===== src/rtl/core_irq_timer.sv =====
`timescale 1ns/1ps
module core_irq_timer #(
  parameter int CNT_W = 32,
  parameter int TS_W  = 64,
  parameter int VEC_W = 8,
  parameter int DIV_W = 3
) (
  input  logic             clk,
  input  logic             rst_n,
  input  logic             wr_en,
  input  logic [2:0]       addr,
  input  logic [TS_W-1:0]  wr_data,
  output logic [TS_W-1:0]  rd_data,
  input  logic [TS_W-1:0]  tsc,
  output logic             irq_valid,
  output logic [VEC_W-1:0] irq_vector
);
  localparam int PRE_W = (1 << DIV_W) - 1;
  localparam logic [2:0] A_CTRL = 3'd0, A_INIT = 3'd1, A_CUR = 3'd2, A_DIV = 3'd3, A_DL = 3'd4;
  localparam logic [1:0] M_ONE = 2'b00, M_PER = 2'b01, M_DL = 2'b10;

  logic [1:0]       mode_q;
  logic             mask_q, pend_q, run_q, armed_q;
  logic [VEC_W-1:0] vec_q;
  logic [CNT_W-1:0] init_q, cur_q;
  logic [DIV_W-1:0] div_q;
  logic [TS_W-1:0]  dl_q;
  logic [PRE_W-1:0] presc_q;

  wire mode_cd  = (mode_q == M_ONE) || (mode_q == M_PER);
  wire mode_dl  = (mode_q == M_DL);
  wire w_ctrl   = wr_en && addr == A_CTRL;
  wire w_init   = wr_en && addr == A_INIT;
  wire w_div    = wr_en && addr == A_DIV;
  wire w_dl     = wr_en && addr == A_DL && mode_dl;
  wire mode_chg = w_ctrl && (wr_data[18:17] != mode_q);
  wire init_nz  = wr_data[CNT_W-1:0] != '0;
  wire cd_start = w_init && mode_cd && init_nz;

  wire [PRE_W-1:0] fmax = PRE_W'((1 << div_q) - 1);
  wire tick     = run_q && (presc_q >= fmax);
  wire cd_fire  = tick && (cur_q == CNT_W'(1)) && !w_init && !mode_chg;
  wire dl_now   = w_dl && (wr_data != '0) && (wr_data <= tsc);
  wire dl_fire  = (armed_q && (tsc >= dl_q) && !w_dl && !mode_chg) || dl_now;
  wire fire     = cd_fire || dl_fire;

  always_ff @(posedge clk or negedge rst_n) begin
    if (!rst_n) begin
      mode_q <= M_ONE; mask_q <= 1'b0; vec_q <= '0; pend_q <= 1'b0;
      init_q <= '0; cur_q <= '0; div_q <= '0; dl_q <= '0;
      run_q <= 1'b0; armed_q <= 1'b0; presc_q <= '0;
      irq_valid <= 1'b0; irq_vector <= '0;
    end else begin
      irq_valid  <= fire && !mask_q;
      irq_vector <= (fire && !mask_q) ? vec_q : '0;

      if (fire) pend_q <= 1'b1;
      else if (cd_start || w_dl) pend_q <= 1'b0;

      if (tick) begin
        presc_q <= '0;
        if (cur_q == CNT_W'(1)) begin
          if (mode_q == M_PER) cur_q <= init_q;
          else begin
            cur_q <= '0;
            run_q <= 1'b0;
          end
        end else cur_q <= cur_q - 1'b1;
      end else if (run_q) presc_q <= presc_q + 1'b1;

      if (dl_fire) armed_q <= 1'b0;

      if (w_ctrl) begin
        vec_q  <= wr_data[VEC_W-1:0];
        mask_q <= wr_data[16];
        mode_q <= wr_data[18:17];
        if (mode_chg) begin
          run_q <= 1'b0; armed_q <= 1'b0; cur_q <= '0; presc_q <= '0;
        end
      end

      if (w_div) div_q <= wr_data[DIV_W-1:0];

      if (w_init) begin
        init_q <= wr_data[CNT_W-1:0];
        if (mode_cd) begin
          cur_q   <= wr_data[CNT_W-1:0];
          presc_q <= '0;
          run_q   <= init_nz;
        end
      end

      if (w_dl) begin
        dl_q    <= wr_data;
        armed_q <= (wr_data != '0) && !(wr_data <= tsc);
      end
    end
  end

  logic [TS_W-1:0] ctrl_rd;
  always_comb begin
    ctrl_rd = '0;
    ctrl_rd[VEC_W-1:0] = vec_q;
    ctrl_rd[12]    = pend_q;
    ctrl_rd[16]    = mask_q;
    ctrl_rd[18:17] = mode_q;
    case (addr)
      A_CTRL:  rd_data = ctrl_rd;
      A_INIT:  rd_data = TS_W'(init_q);
      A_CUR:   rd_data = mode_cd ? TS_W'(cur_q) : '0;
      A_DIV:   rd_data = TS_W'(div_q);
      A_DL:    rd_data = mode_dl ? dl_q : '0;
      default: rd_data = '0;
    endcase
  end
endmodule


===== config.mk =====
export PLATFORM = sky130hd
export DESIGN_NAME = core_irq_timer
export DESIGN_NICKNAME = d
export VERILOG_FILES = /design/src/rtl/core_irq_timer.sv
export SDC_FILE = /design/constraint.sdc
export NUM_CORES = 1
export LEC_CHECK = 0
export CORE_MARGIN = 4
export CORE_UTILIZATION = 40
export DETAILED_ROUTE_END_ITERATION = 10
export PLACE_DENSITY = 0.71
export SLEW_MARGIN = 10
export SYNTH_ARGS = -nofsm -noshare
export SYNTH_HDL_FRONTEND = slang
export SYNTH_SLANG_ARGS = --single-unit

===== constraint.sdc =====
create_clock -name clk -period 4.5 [get_ports clk]
set_clock_uncertainty 0.15 [all_clocks]
set_input_delay 0.45 -clock clk [delete_from_list [all_inputs] [get_ports clk]]
set_output_delay 0.45 -clock clk [all_outputs]
set_load 0.01 [all_outputs]

==> run metrics <==
status finished clean; pwr/cell area 394 nW/um^2; CTS tree built; number of synthesized flops with an enable pin 0; Core Region 29000 um^2; post-synthesis cell area 11900 um^2; sequential element share of the synthesized area 0.340; fill count 2687; vias in the first global route 11171; Ports 207; Max-cap violations 0; global-route wire length before repair 62.4 mm; hold path start dl_q[56]$_DFFE_PN0P_; R2R Path End irq_vector[6]$_DFF_PN0_; crit path max fanout 18; wire length per cell 20.7 um; CP Class reg -> reg; wirelength, routed 39.5 mm; worst skew pair latency 440 ps; post-layout minimum cycle time 3990 ps; DP HPWL 29.8 mm; total power 5.91 mW; overall routing resource usage 0.237; top-count cell post-synth dfrtp_1; CP arrival 4190 ps; placed cell count 1877; leakage 6.79 nW; share of layout cells above drive strength 1 0.125; TritonCTS Buffers 17; Die Y 180 um; GPL Wtd Cong 0.933; Yosys cell types 58; total grt overflow 0; number of diodes 0; vias 11247; FF+latch count, synth 161; CP endpoint kind flip-flop; Root Buffer clkbuf_16; DRT iter0 DRCs 1022; share of the synthesized area in the top cell type 0.340; Post-Layout Cell Count 1910; final setup vio count 0; Main synth FF type dfrtp_1; startpoint class of the critical path flip-flop; largest net degree at the start of global routing 75; DRC Markers 0; detailed-router iteration count before antenna repair 9; port bufs 206; WP data required 4700 ps; Synth area leader dfrtp_1; post-synthesis area per instance 8.95 um^2; Synthesis Warnings 0; Num Clock Sinks 161; R2R setup slack 510 ps; class of the worst hold path reg -> reg; fin crit share 0.888; fmax 250 MHz; die width 180 um; Row Count 62; max-slew violations 0; vias per cell 5.89; die area 32500 um^2; TNS Setup 0 ps; unrepaired setup endpoints after global routing false; main area contributors after synthesis dfrtp_1, ha_1, mux2_2; worst slew pin tran 1030 ps; reg2reg start div_q[2]$_DFFE_PN0P_; Max Buffers Root-to-Sink 2; syn_nets 1598; hold endpoint dl_q[56]$_DFFE_PN0P_; Gate Count Post-Synth 1325; Nets 1786; Setup Fix Bufs, Post-CTS 0; slew margin rel. 0.311; antenna-violating nets left 0; worst hold path cell count 1; clock slew at reported path FFs 70 ps; Fin. Hold Viols 0; Layout Area Growth over Synthesis 26.4%; FF-to-FF path depth 12; starting density of the core 0.409; Synth top cells by count dfrtp_1, inv_1, ha_1; H-tree depth 4; asr flop ratio synth 1.00; Peak VDD IR 0.270 mV; initial antenna violation count 1
repair_timing:
item	4_1_cts	5_1_grt
resized for setup	0	0
endpoints found under the hold margin	71	0
hold buffers	1	0
layer usage:
metal | share of wire | vias up | wire length [um] | track usage
met3 | 0.074 | 71 | 2940 | 0.0373
met2 | 0.47 | 534 | 18600 | 0.389
met1 | 0.43 | 5431 | 16900 | 0.322
met5 | 0 | - | 0 | 0
met4 | 0.027 | 0 | 1070 | 0.0738
li1 | - | 5211 | - | -
cell type report:
cell class                      count  area (um^2)  area share
Multi-Input combinational cell    947         7040       0.470
Sequential cell                   161         4030       0.269
Timing Repair Buffer              237         2300       0.153
Inverter                          149          559      0.0373
Tap cell                          384          480      0.0320
Clock buffer                       17          425      0.0284
Clock inverter                     15          160      0.0107
layout by cell type, fill, tap and decap left out, types with 20 or more instances in the layout:
master           count
dfrtp_1            161
inv_1              149
o21ai_0             75
nor3_1              23
nand3_1             25
and3_1              36
buf_4               30
nand2_1             95
nand4_1             36
clkdlybuf4s50_1    205
a222oi_1            20
a21oi_1            116
nor4_1              32
nor2_1              50
ha_1               139
mux2_2             108
critical path, stage by stage, from the launching register on:
cell and delay, ps:
dfrtp_1 450, or3_1 420, ha_1 290, nor3_1 200
a21oi_1 60, o21a_1 170, ha_1 280, nand2_1 70
o21ai_0 480, nand2_1 150, buf_4 250, or4_1 660
a31oi_1 260
sequential cells by signal, indices dropped and copies added (netlist names):
register,flops
cur_q,32
pend_q,1
irq_vector,8
mode_q,2
init_q,32
presc_q,7
irq_valid,1
dl_q,64
mask_q,1
vec_q,8
div_q,3
run_q,1
armed_q,1
cell families (layout without fill, tap and decap cells):
group                      count (synthesis)  after routing  share of synthesized area
and+or+nand+nor                          357            357                      0.156
AOI/OAI and AO/OA                        316            316                      0.164
buffers and inverters                    217            418                     0.0694
DFF                                      161            161                      0.340
adders and majority gates                139            139                      0.147
muxes                                    122            122                      0.114
xor gates and xnor gates                  13             13                    0.00960
worst max-delay path by stage:
stage                               startpoint                       to  slack, ps
after global routing      div_q[2]$_DFFE_PN0P_  irq_vector[6]$_DFF_PN0_        320
after CTS                 div_q[2]$_DFFE_PN0P_  irq_vector[6]$_DFF_PN0_        600
after global placement    div_q[2]$_DFFE_PN0P_      cur_q[28]$_DFF_PN0_        770
after detailed placement  div_q[2]$_DFFE_PN0P_  irq_vector[0]$_DFF_PN0_        620
final                     div_q[2]$_DFFE_PN0P_  irq_vector[6]$_DFF_PN0_        510
after floorplan           div_q[0]$_DFFE_PN0P_      cur_q[11]$_DFF_PN0_        950
stage by stage:
| stage | util | cell area, um^2 | hold slack, ps | setup WS (ps) |
|---|---|---|---|---|
| after floorplan | - | 11900 | 4.41 | 950 |
| after global placement | 0.496 | 14400 | 356 | 770 |
| after detailed placement | 0.496 | 14400 | 366 | 618 |
| after CTS | 0.517 | 15000 | 382 | 599 |
| after global routing | 0.517 | 15000 | 408 | 322 |
| final | 0.517 | 15000 | 381 | 505 |
power by group:
| part | total (mW) | leakage [nW] | switching [mW] | internal, mW |
|---|---|---|---|---|
| Clock | 1.47 | 0.286 | 0.720 | 0.747 |
| Combinational | 2.15 | 4.46 | 1.14 | 1.02 |
| Sequential | 2.29 | 2.05 | 0.450 | 1.84 |
| Total | 5.91 | 6.79 | 2.31 | 3.61 |
Power figures use the tool's default switching activity.
